--- src/rtl/bcd_seg_pkg.sv ---
package bcd_seg_pkg;
  localparam int CODE_W = 4;
  localparam int SEG_N  = 7;
  localparam int MAX_DIGIT = 9;

  typedef logic [CODE_W-1:0] code_t;
  typedef logic [SEG_N-1:0]  seg_t;

  typedef enum logic {STORE_REG, STORE_FLOW} store_mode_e;

  localparam seg_t SEG_DARK = '0;
  localparam seg_t SEG_LIT  = '1;
endpackage

--- src/rtl/bcd_code_store.sv ---
module bcd_code_store
  import bcd_seg_pkg::*;
#(
  parameter store_mode_e MODE = STORE_REG
) (
  input  logic  clk_i,
  input  logic  rst_ni,
  input  logic  hold_i,
  input  code_t digit_i,
  output code_t code_q_o,
  output code_t shown_o
);
  code_t code_q;

  always_ff @(posedge clk_i or negedge rst_ni) begin
    if (!rst_ni)      code_q <= '0;
    else if (!hold_i) code_q <= digit_i;
  end

  generate
    if (MODE == STORE_FLOW) begin : g_flow
      // bypass the register while it is loading
      assign shown_o = hold_i ? code_q : digit_i;
    end else begin : g_reg
      assign shown_o = code_q;
    end
  endgenerate

  assign code_q_o = code_q;
endmodule

--- src/rtl/bcd_seg_rom.sv ---
module bcd_seg_rom
  import bcd_seg_pkg::*;
(
  input  code_t code_i,
  output seg_t  seg_o
);
  // bit 6 = a ... bit 0 = g
  always_comb begin
    unique case (code_i)
      4'd0:    seg_o = 7'b1111110;
      4'd1:    seg_o = 7'b0110000;
      4'd2:    seg_o = 7'b1101101;
      4'd3:    seg_o = 7'b1111001;
      4'd4:    seg_o = 7'b0110011;
      4'd5:    seg_o = 7'b1011011;
      4'd6:    seg_o = 7'b0011111;
      4'd7:    seg_o = 7'b1110000;
      4'd8:    seg_o = 7'b1111111;
      4'd9:    seg_o = 7'b1110011;
      default: seg_o = SEG_DARK;
    endcase
  end
endmodule

--- src/rtl/bcd_seg_override.sv ---
module bcd_seg_override
  import bcd_seg_pkg::*;
(
  input  logic test_ni,
  input  logic blank_ni,
  input  seg_t raw_i,
  output seg_t seg_o
);
  always_comb begin
    if (!test_ni)       seg_o = SEG_LIT;
    else if (!blank_ni) seg_o = SEG_DARK;
    else                seg_o = raw_i;
  end
endmodule

--- src/rtl/bcd_seg_latch_dec.sv ---
module bcd_seg_latch_dec
  import bcd_seg_pkg::*;
#(
  parameter store_mode_e MODE = STORE_REG
) (
  input  logic             clk_i,
  input  logic             rst_ni,
  input  logic [CODE_W-1:0] digit_i,
  input  logic             hold_i,
  input  logic             blank_ni,
  input  logic             test_ni,
  output logic [SEG_N-1:0] seg_o
);
  code_t code_q;
  code_t shown;
  seg_t  raw_seg;

  bcd_code_store #(.MODE(MODE)) store_i (
    .clk_i    (clk_i),
    .rst_ni   (rst_ni),
    .hold_i   (hold_i),
    .digit_i  (digit_i),
    .code_q_o (code_q),
    .shown_o  (shown)
  );

  bcd_seg_rom rom_i (
    .code_i (shown),
    .seg_o  (raw_seg)
  );

  bcd_seg_override ovr_i (
    .test_ni  (test_ni),
    .blank_ni (blank_ni),
    .raw_i    (raw_seg),
    .seg_o    (seg_o)
  );
endmodule

--- config.mk ---
export PLATFORM = sky130hd
export DESIGN_NAME = bcd_seg_latch_dec
export DESIGN_NICKNAME = d
export VERILOG_FILES = /design/src/rtl/bcd_seg_pkg.sv /design/src/rtl/bcd_code_store.sv /design/src/rtl/bcd_seg_rom.sv /design/src/rtl/bcd_seg_override.sv /design/src/rtl/bcd_seg_latch_dec.sv
export SDC_FILE = /design/constraint.sdc
export NUM_CORES = 1
export LEC_CHECK = 0
export BUFFER_PORTS_ARGS = -buffer_cell sky130_fd_sc_hd__buf_2
export CORE_AREA = 2 2 39 41
export CTS_CLUSTER_DIAMETER = 60
export DETAILED_ROUTE_END_ITERATION = 8
export DIE_AREA = 0 0 41 43
export GPL_ROUTABILITY_DRIVEN = 0
export SYNTH_ARGS = -nofsm -noshare
export SYNTH_HDL_FRONTEND = slang
export SYNTH_SLANG_ARGS = --single-unit
--- constraint.sdc ---
create_clock -name clk_i -period 1.3 [get_ports clk_i]
set_clock_uncertainty 0.05 [all_clocks]
set_input_delay 0.195 -clock clk_i [delete_from_list [all_inputs] [get_ports clk_i]]
set_output_delay 0.195 -clock clk_i [all_outputs]
set_load 0.03 [all_outputs]
==> impl_results.md, run 1 <==
* Status: complete, but fails checks
* Failing checks: negative setup slack
* Clk root buf: clkbuf_4
* Mapped Area at 348 sq um
* Core Region at 1380 sq um
* Die W at 41 um
* Final cell count without fillers at 78
* Num CTS Buffers at 3
* Maximum clock frequency at 587 MHz
* Finish-stage setup viols at 7
* Flops & latches, synth at 4
* Antenna fix cells at 0
* Hold WC Path Type: in2reg
* Die ar. at 1760 sq um
* Total Routing Usage GR at 11.4%
* Htree depth at 1
* Placed insts at 74
* Die Ht at 43 um
* Area delta synth->final at 80.6%
* Pwr dens at 934 nW/um^2
* Clk pin slew, worst setup/hold paths at 0.03 ns
* Boundary Pins at 16
* Post-synth ARST share at 100%
* Post-route ant nets at 0
* Most frequent cell after synthesis: o21ai_0
* Vias in the first global route at 333
* R2R cell count at 2
* Hold path start: digit_i[1]
* Initial Util at 25.1%
* First-pass GRT wire length at 1.31 mm
* Antenna violations before repair at 0
* Tmin final at 1.70 ns
* Post-synth top cells: o21ai_0, dfrtp_1, ha_1, mux2_2, nand2_1
* Via density at 4.55
* Count of warnings emitted by yosys at 0
* RSZ-0062 raised after global routing: yes
* Layout cell share with drive strength beyond 1 at 75.8%
* R2R Path Start: store_i.code_q_o[1]
* GRT overflow at 0
* Clock sinks at 4
* Required @ worst endpoint at 1.05 ns
* Max reg flops at 4
* Post-synthesis cell type count at 16
* Via count at 355
* Clock tree buffer depth at 2
* CP endpoint kind: output pin
* Hold Path Depth at 2
* Final Max Tran Viols at 0
* DP Wirelength at 678 um
* Drt wl/cell at 10.9 um
* Post-synth EDFFs at 0
* Post-route setup slack at -0.405 ns
* Drt total wl at 852 um
* Maximum vdd drop at 0.000435 V
* Synthesized area per cell at 9.15 sq um
* Static leakage at 0.281 nW
* DRT Pass-1 Iters at 2
* CP startpoint: store_i.code_q_o[0]
* Post-detailed-route DRC marker count at 0
* Post-Syn Instances at 38
* Row cnt at 14
* Initial DRC count at 6
* Post-route setup TNS at -2.34 ns
* Synth top area cells: dfrtp_1, ha_1, mux2_2, o21ai_0, a21oi_1
* Worst endpoint data arrival time at 1.46 ns
* Top cell type by total area after synthesis: dfrtp_1
* Final Hold Fails at 0
* Fill cell count at 131
* Crit start category: flip-flop
* Worst skew pair latency at 0.23 ns
* Ys flop type: dfrtp_1
* CTS tree: built
* Actual slew at the worst max-slew pin at 0.268 ns
* Number of max-cap violations at 0
* Period utilization at 131%
* Net Count, Synth at 51
* Register area share after synthesis at 28.8%
* Crit Path Class: reg2out
* Relative slew slack at 82.1%
* IO Port Bufs at 15
* Share of the synthesized area in the top cell type at 28.8%
* Nets@finish at 77
* Largest net degree at the start of global routing at 8
* Max FO, Critical Path at 4
## layer usage
layer  global-route usage (%)  vias to the layer above  wire length [um]
met1                     13.1                      162               334
met5                        0                        -                 0
met2                     18.1                       14               471
met4                     8.00                        0                 0
li1                         -                      179                 -
met3                     1.57                        0                45
## through the flow
| stage | worst slack [ns] | hold WS [ns] | power (mW) | cell area (sq um) | util [%] |
|---|---|---|---|---|---|
| after global placement | -0.224 | -0.0467 | 0.371 | 504 | 36.4 |
| after floorplan | -0.103 | -0.151 | 0.300 | 375 | - |
| final | -0.405 | 0.151 | 0.587 | 628 | 45.4 |
| after detailed placement | -0.232 | -0.0439 | 0.374 | 504 | 36.4 |
| after CTS | -0.411 | 0.142 | 0.589 | 622 | 44.9 |
| after global routing | -0.464 | 0.127 | 0.636 | 628 | 45.4 |
## cell type report
cell class | instances | area, sq um | share of cell area [%]
Sequential cell | 4 | 100 | 15.9
Clock buffer | 3 | 22.5 | 3.59
Timing Repair Buffer | 22 | 174 | 27.7
Tap cell | 16 | 20.0 | 3.19
Multi-Input combinational cell | 30 | 300 | 47.8
Inverter | 3 | 11.3 | 1.79
## cell usage in the layout (no fill, tap or decap), drive strengths merged
cell type    count
or3b             1
buf             21
a21oi            3
o21ai            6
mux2             4
ha               4
a21bo            1
clkbuf           3
nand2b           2
dlygate4sd3      1
nor2             3
dfrtp            4
o221ai           1
o31a             1
nand2            4
inv              3
## kinds of logic (layout without fill, tap and decap cells)
family / Yosys count / in the layout / synth area share [%]
AO/OA/AOI/OAI: 12 / 12 / 20.9
flip-flops: 4 / 4 / 28.8
buffers and inverters: 4 / 28 / 6.47
AND/OR/NAND/NOR: 10 / 10 / 16.5
multiplexers: 4 / 4 / 12.9
adder cells (fa/ha/maj): 4 / 4 / 14.4
## power breakdown
part / internal [mW] / switching [mW] / leakage, nW / total (mW)
clock: 0.103 / 0.0437 / 0.0138 / 0.146
sequential: 0.138 / 0.0153 / 0.0468 / 0.153
combinational: 0.140 / 0.147 / 0.221 / 0.287
total: 0.381 / 0.206 / 0.281 / 0.587
## timing repair
| action | in CTS | in global routing |
|---|---|---|
| gates resized for setup | 24 | 3 |
| hold endpoints to repair | 4 | 0 |
| hold buffers | 1 | 0 |
| pin swaps | 5 | 1 |
| endpoints found under the setup margin | 7 | 7 |
| setup buffers | 0 | 0 |
## worst max-delay path, stage by stage (launching register included)
cell,delay (ns)
dfrtp_1,0.41
ha_2,0.19
nand2_2,0.06
or3b_4,0.39
nand2_4,0.06
buf_6,0.12
## worst paths after layout
path                                            end  slack, ns
worst min register to register  store_i.code_q_o[0]       0.55
worst min-delay path            store_i.code_q_o[1]       0.15
worst max register to register  store_i.code_q_o[1]       0.34
min in group asynchronous       store_i.code_q_o[1]       0.26
worst max-delay path                       seg_o[0]      -0.40
max in group asynchronous       store_i.code_q_o[3]       0.82
Note: power is estimated with default switching activity, not from simulation.
==> run 2: changes to the inputs <==
- clock period: 1.3 -> 1.5 ns (I/O delays scaled with it)
==> impl_results.md, run 2 (synthesized netlist as in run 1, its figures left out) <==
* Combinational Power Share at 44.1% (was 48.9%)
* CTS tree: built (unchanged)
* Maximum clock frequency at 578 MHz
* Clk pin slew, worst setup/hold paths at 0.04 ns (was 0.03 ns)
* Antenna violations before repair at 0 (unchanged)
* CP startpoint: store_i.code_q_o[0] (unchanged)
* RSZ-0062 raised after global routing: yes (unchanged)
* Most used cell, CP: nand2_1
* Initial DRC count at 4 (was 6)
* Static leakage at 0.258 nW (was 0.281 nW)
* Critical Path Max Stage Delay at 0.43 ns (was 0.41 ns)
* Num CTS Buffers at 3 (unchanged)
* R2R cell count at 2 (unchanged)
* Pwr dens at 843 nW/um^2 (was 934 nW/um^2)
* Worst skew pair latency at 0.23 ns (about the same)
* Relative slew slack at 79.9% (was 82.1%)
* Crit Reg-Reg Endpoint: store_i.code_q_o[2] (was store_i.code_q_o[1])
* Largest net degree at the start of global routing at 10 (was 8)
* Area of the multi-input gates at 269 sq um (was 300 sq um)
* P_int at 311 uW (was 381 uW)
* Max reg flops at 4 (unchanged)
* Drt wl/cell at 11.2 um (was 10.9 um)
* Tmin final at 1.73 ns
* Worst path cell trace: ha_2 -> nand2_1 -> or3b_1 -> nand2_1 -> buf_6 (was ha_2 -> nand2_2 -> or3b_4 -> nand2_4 -> buf_6)
* Number of max-cap violations at 0 (unchanged)
* Nets@finish at 75 (was 77)
* Post-detailed-route DRC marker count at 0 (unchanged)
* DP Wirelength at 661 um (was 678 um)
* GRT overflow at 0 (unchanged)
* Finish-stage setup viols at 7 (unchanged)
* Period utilization at 115%
* NetSw at 171 uW (was 206 uW)
* Most common cell after layout, fill and taps aside: buf_2 (unchanged)
* Layout cell share with drive strength beyond 1 at 66.7% (was 75.8%)
* Clock sinks at 4 (unchanged)
* Core Region at 1380 sq um (unchanged)
* R2r setup slk at 0.41 ns (was 0.34 ns)
* CP top delay family: simple AND/OR/NAND/NOR gates (unchanged)
* Drt total wl at 852 um (unchanged)
* Via density at 4.62 (was 4.55)
* Die Ht at 43 um (unchanged)
* R2R Path Start: store_i.code_q_o[2] (was store_i.code_q_o[1])
* Setup crit end: seg_o[0] (unchanged)
* Total Routing Usage GR at 10.9% (was 11.4%)
* Final Hold Fails at 0 (unchanged)
* Row cnt at 14 (unchanged)
* Antenna fix cells at 0 (unchanged)
* Area delta synth->final at 64.4% (was 80.6%)
* CP Buf/Inv Count at 1 (unchanged)
* Worst slack at placement at -0.0612 ns (was -0.232 ns)
* Actual slew at the worst max-slew pin at 0.302 ns (was 0.268 ns)
* Initial Util at 25.1% (unchanged)
* Htree depth at 1 (unchanged)
* CP endpoint kind: output pin (unchanged)
* Die ar. at 1760 sq um (unchanged)
* Via count at 351 (was 355)
* Boundary Pins at 16 (unchanged)
* CP max stage cell: dfrtp_2 (was dfrtp_1)
* Register area at 101 sq um (was 100 sq um)
* Required @ worst endpoint at 1.22 ns (was 1.05 ns)
* Crit start category: flip-flop (unchanged)
* Worst endpoint data arrival time at 1.46 ns (about the same)
* Post-layout util at 41.3% (was 45.4%)
* Maximum vdd drop at 0.000413 V (was 0.000435 V)
* Max FO, Critical Path at 5 (was 4)
* Clk network pwr share at 27.2% (was 25.0%)
* Final Max Tran Viols at 0 (unchanged)
* Die W at 41 um (unchanged)
* Post-route ant nets at 0 (unchanged)
* Clock tree buffer depth at 2 (unchanged)
* Sw frac at 35.4% (was 35.1%)
* Clk root buf: clkbuf_4 (unchanged)
* First-pass GRT wire length at 1.26 mm (was 1.31 mm)
* Commonest non-fill, non-tap cells in the layout: buf_2, buf_4 (was buf_2, buf_6, buf_4, mux2_2, dfrtp_1)
* Failing checks: negative setup slack (unchanged)
* Fill cell count at 146 (was 131)
* IO Port Bufs at 15 (unchanged)
* Crit Path Class: reg2out (unchanged)
* Seq pwr share at 28.8% (was 26.1%)
* Status: complete, but fails checks (unchanged)
* DRT Pass-1 Iters at 2 (unchanged)
* WP depth at 5 (unchanged)
* Hold WC Path Type: in2reg (unchanged)
* Post-route setup slack at -0.231 ns (was -0.405 ns)
* Vias in the first global route at 322 (was 333)
==> run 2: cell count changes in the layout (fill, tap and decap cells not counted), sizes merged <==
| cell | before | now |
|---|---|---|
| buf | 21 | 19 |
==> run 2: routing by layer <==
layer / track usage [%] / part of all wire, % / up-vias / wire (um)
met2: 17.2 / 50 / 14 / 426
met3: 3.14 / 5.4 / 0 / 46
met1: 11.4 / 44 / 161 / 379
met4: 8.00 / 0 / 0 / 0
li1: - / - / 176 / -
met5: 0 / 0 / - / 0
==> run 2: cell type report <==
type / instances / share of cell area (%)
inverters: 3 / 1.97
flip-flops and latches: 4 / 17.7
repair buffers: 20 / 25.8
clock buffers: 3 / 3.94
well taps: 16 / 3.50
multi-input cells: 30 / 47.0
==> run 2: power by group through the flow <==
stage | clock network (mW) | logic [mW] | registers (mW)
final | 0.131 | 0.212 | 0.139
after CTS | 0.138 | 0.206 | 0.137
after floorplan | 0 | 0.117 | 0.131
after global routing | 0.149 | 0.233 | 0.141
after detailed placement | 0 | 0.169 | 0.136
after global placement | 0 | 0.166 | 0.135
==> run 2: timing repair <==
action,in CTS,in global routing
hold endpoints to repair,4,0
setup buffers,0,0
hold buffers,1,0
pin swaps,3,2
gates resized for setup,17,6
setup endpoints to repair,7,7
cloned,0,0
==> run 2: how the worst min path moves through the flow <==
stage                     startpoint             endpoint  slack, ns  cells after the start
after floorplan               rst_ni  store_i.code_q_o[0]      -0.12                      0
after global routing      digit_i[3]  store_i.code_q_o[3]       0.16                      2
final                     digit_i[3]  store_i.code_q_o[3]       0.17                      2
after CTS                 digit_i[3]  store_i.code_q_o[3]       0.17                      2
after global placement        rst_ni  store_i.code_q_o[3]      -0.02                      1
after detailed placement      rst_ni  store_i.code_q_o[1]      -0.02                      1
==> run 2: per-stage QoR <==
stage | hold slack (ns) | total power, mW | std cells | setup TNS (ns) | area, sq um
floorplan | -0.121 | 0.248 | 38 | -0.0311 | 354
global placement | -0.0172 | 0.301 | 72 | -0.104 | 468
detailed placement | -0.0153 | 0.306 | 72 | -0.219 | 468
CTS | 0.166 | 0.481 | 76 | -1.36 | 554
global route | 0.162 | 0.523 | 76 | -1.83 | 572
finish | 0.173 | 0.482 | 76 | -1.28 | 572
==> run 3: changes to the inputs <==
- ABC_CLOCK_PERIOD_IN_PS: default -> 1500
- CELL_PAD_IN_SITES_DETAIL_PLACEMENT: default -> 1
- CELL_PAD_IN_SITES_GLOBAL_PLACEMENT: default -> 2
- CORE_AREA: 2 2 39 41 -> default
- CORE_UTILIZATION: default -> 23
- CTS_BUF_LIST: default -> sky130_fd_sc_hd__clkbuf_2
- DIE_AREA: 0 0 41 43 -> default
- PLACE_DENSITY_LB_ADDON: default -> 0.1
==> impl_results.md, run 3 (synthesized netlist as in run 1, its figures left out) <==
* Post-detailed-route DRC marker count at 0 (unchanged)
* Total power at 478 uW (was 482 uW)
* Design area at 618 sq um (was 572 sq um)
* Largest net degree at the start of global routing at 11 (was 10)
* Final Max Tran Viols at 0 (unchanged)
* Maximum clock frequency at 587 MHz (was 578 MHz)
* Clk root buf: clkbuf_2 (was clkbuf_4)
* WP depth at 5 (unchanged)
* CP max stage cell: dfrtp_2 (unchanged)
* Max FO, Critical Path at 4 (was 5)
* Final Hold Fails at 0 (unchanged)
* Relative slew slack at 84.0% (was 79.9%)
* Clk pin slew, worst setup/hold paths at 0.04 ns (about the same)
* Initial Util at 25.8% (was 25.1%)
* Post-route ant nets at 0 (unchanged)
* Period utilization at 114% (was 115%)
* Layout cell share with drive strength beyond 1 at 74.6% (was 66.7%)
* CP startpoint: store_i.code_q_o[1] (was store_i.code_q_o[0])
* Antenna violations before repair at 0 (unchanged)
* Clock sinks at 4 (unchanged)
* Post-layout util at 45.8% (was 41.3%)
* Final cell count without fillers at 78 (was 76)
* CP Buf/Inv Count at 1 (unchanged)
* Vias in the first global route at 339 (was 322)
* CP top delay family: simple AND/OR/NAND/NOR gates (unchanged)
* First-pass GRT wire length at 1.55 mm (was 1.26 mm)
* Drt wl/cell at 13.7 um (was 11.2 um)
* Worst slack at placement at -0.0748 ns (was -0.0612 ns)
* Critical Path Max Stage Delay at 0.44 ns (was 0.43 ns)
* R2R Path Start: store_i.code_q_o[0] (was store_i.code_q_o[2])
* Antenna fix cells at 0 (unchanged)
* Post-route setup TNS at -1.11 ns (was -1.28 ns)
* IO Port Bufs at 15 (unchanged)
* Finish-stage setup viols at 7 (unchanged)
* Hold WC Path Type: in2reg (unchanged)
* Static leakage at 0.273 nW (was 0.258 nW)
* Boundary Pins at 16 (unchanged)
* R2R cell count at 3 (was 2)
* Setup crit end: seg_o[0] (unchanged)
* Crit Reg-Reg Endpoint: store_i.code_q_o[0] (was store_i.code_q_o[2])
* Row cnt at 13 (was 14)
* Hold slack at 0.212 ns (was 0.173 ns)
* DRT Pass-1 Iters at 3 (was 2)
* CP endpoint kind: output pin (unchanged)
* Die Ht at 40.9 um (was 43 um)
* Placed insts at 71 (was 72)
* Drt total wl at 1.07 mm (was 852 um)
* Maximum vdd drop at 0.000513 V (was 0.000413 V)
* DP Wirelength at 821 um (was 661 um)
* Fill cell count at 167 (was 146)
* Area delta synth->final at 77.7% (was 64.4%)
* Actual slew at the worst max-slew pin at 0.241 ns (was 0.302 ns)
* Max reg flops at 4 (unchanged)
* Die W at 40.9 um (was 41 um)
* Worst endpoint data arrival time at 1.43 ns (was 1.46 ns)
* DP Area at 467 sq um (was 468 sq um)
* Total Routing Usage GR at 15.2% (was 10.9%)
* Core Region at 1350 sq um (was 1380 sq um)
* Worst path cell trace: ha_4 -> nand2_2 -> or3b_1 -> nand2_1 -> buf_6 (was ha_2 -> nand2_1 -> or3b_1 -> nand2_1 -> buf_6)
* Initial DRC count at 1 (was 4)
* Htree depth at 1 (unchanged)
* CTS tree: built (unchanged)
* Via density at 4.79 (was 4.62)
* Crit Path Class: reg2out (unchanged)
* Status: complete, but fails checks (unchanged)
* Commonest non-fill, non-tap cells in the layout: buf_4, buf_2, o21ai_1 (was buf_2, buf_4)
* Via count at 374 (was 351)
* R2r setup slk at 0.38 ns (was 0.41 ns)
* Number of max-cap violations at 0 (unchanged)
* Num CTS Buffers at 3 (unchanged)
* RSZ-0062 raised after global routing: yes (unchanged)
* Nets@finish at 78 (was 75)
* Die ar. at 1670 sq um (was 1760 sq um)
* GRT overflow at 0 (unchanged)
* Tmin final at 1.70 ns (was 1.73 ns)
* Post-route setup slack at -0.203 ns (was -0.231 ns)
* Pwr dens at 773 nW/um^2 (was 843 nW/um^2)
* Crit start category: flip-flop (unchanged)
* Clock tree buffer depth at 2 (unchanged)
* Failing checks: negative setup slack (unchanged)
* Worst skew pair latency at 0.20 ns (was 0.23 ns)
* Required @ worst endpoint at 1.22 ns (about the same)
* Most common cell after layout, fill and taps aside: buf_4 (was buf_2)
run 3: changes by cell type in the layout (fill, tap and decap cells not counted), sizes merged:
cell | previous run | this run
buf | 19 | 22
run 3: layer usage:
| layer | routed length, um | track usage [%] |
|---|---|---|
| met2 | 527 | 24.2 |
| met3 | 56 | 5.98 |
| met5 | 0 | 0 |
| met1 | 475 | 17.4 |
| met4 | 10 | 7.50 |
run 3: how the worst min path moves through the flow:
| stage | to | startpoint | cells after the start |
|---|---|---|---|
| 2_1_floorplan | store_i.code_q_o[0] | rst_ni | 0 |
| 3_3_place_gp | store_i.code_q_o[1] | rst_ni | 1 |
| 3_5_place_dp | store_i.code_q_o[2] | rst_ni | 1 |
| 4_1_cts | store_i.code_q_o[2] | digit_i[2] | 2 |
| 5_1_grt | store_i.code_q_o[1] | digit_i[1] | 2 |
| 6_report | store_i.code_q_o[0] | digit_i[0] | 2 |
run 3: final cells by class:
type	count	area, sq um	share of cell area, %
Clock buffer	3	15.0	2.43
Multi-Input combinational cell	30	299	48.4
Tap cell	15	18.8	3.04
Timing Repair Buffer	23	170	27.5
Sequential cell	4	104	16.8
Inverter	3	11.3	1.82
run 3: worst reg2reg max path, cell delays in order (launching register included):
cell,delay (ns)
dfrtp_2,0.44
buf_6,0.13
buf_4,0.13
mux2_2,0.25
run 3: power breakdown:
part	internal (mW)	switching (mW)	leakage, nW
clock network	0.0538	0.0401	0.0125
logic	0.118	0.121	0.217
registers	0.121	0.0243	0.0438
total	0.292	0.185	0.273
run 3: repair_timing:
item	4_1_cts	5_1_grt
pin swaps	3	5
setup endpoints to repair	7	7
hold buffers	1	0
endpoints found under the hold margin	4	0
setup buffers	1	2
gates resized for setup	23	9
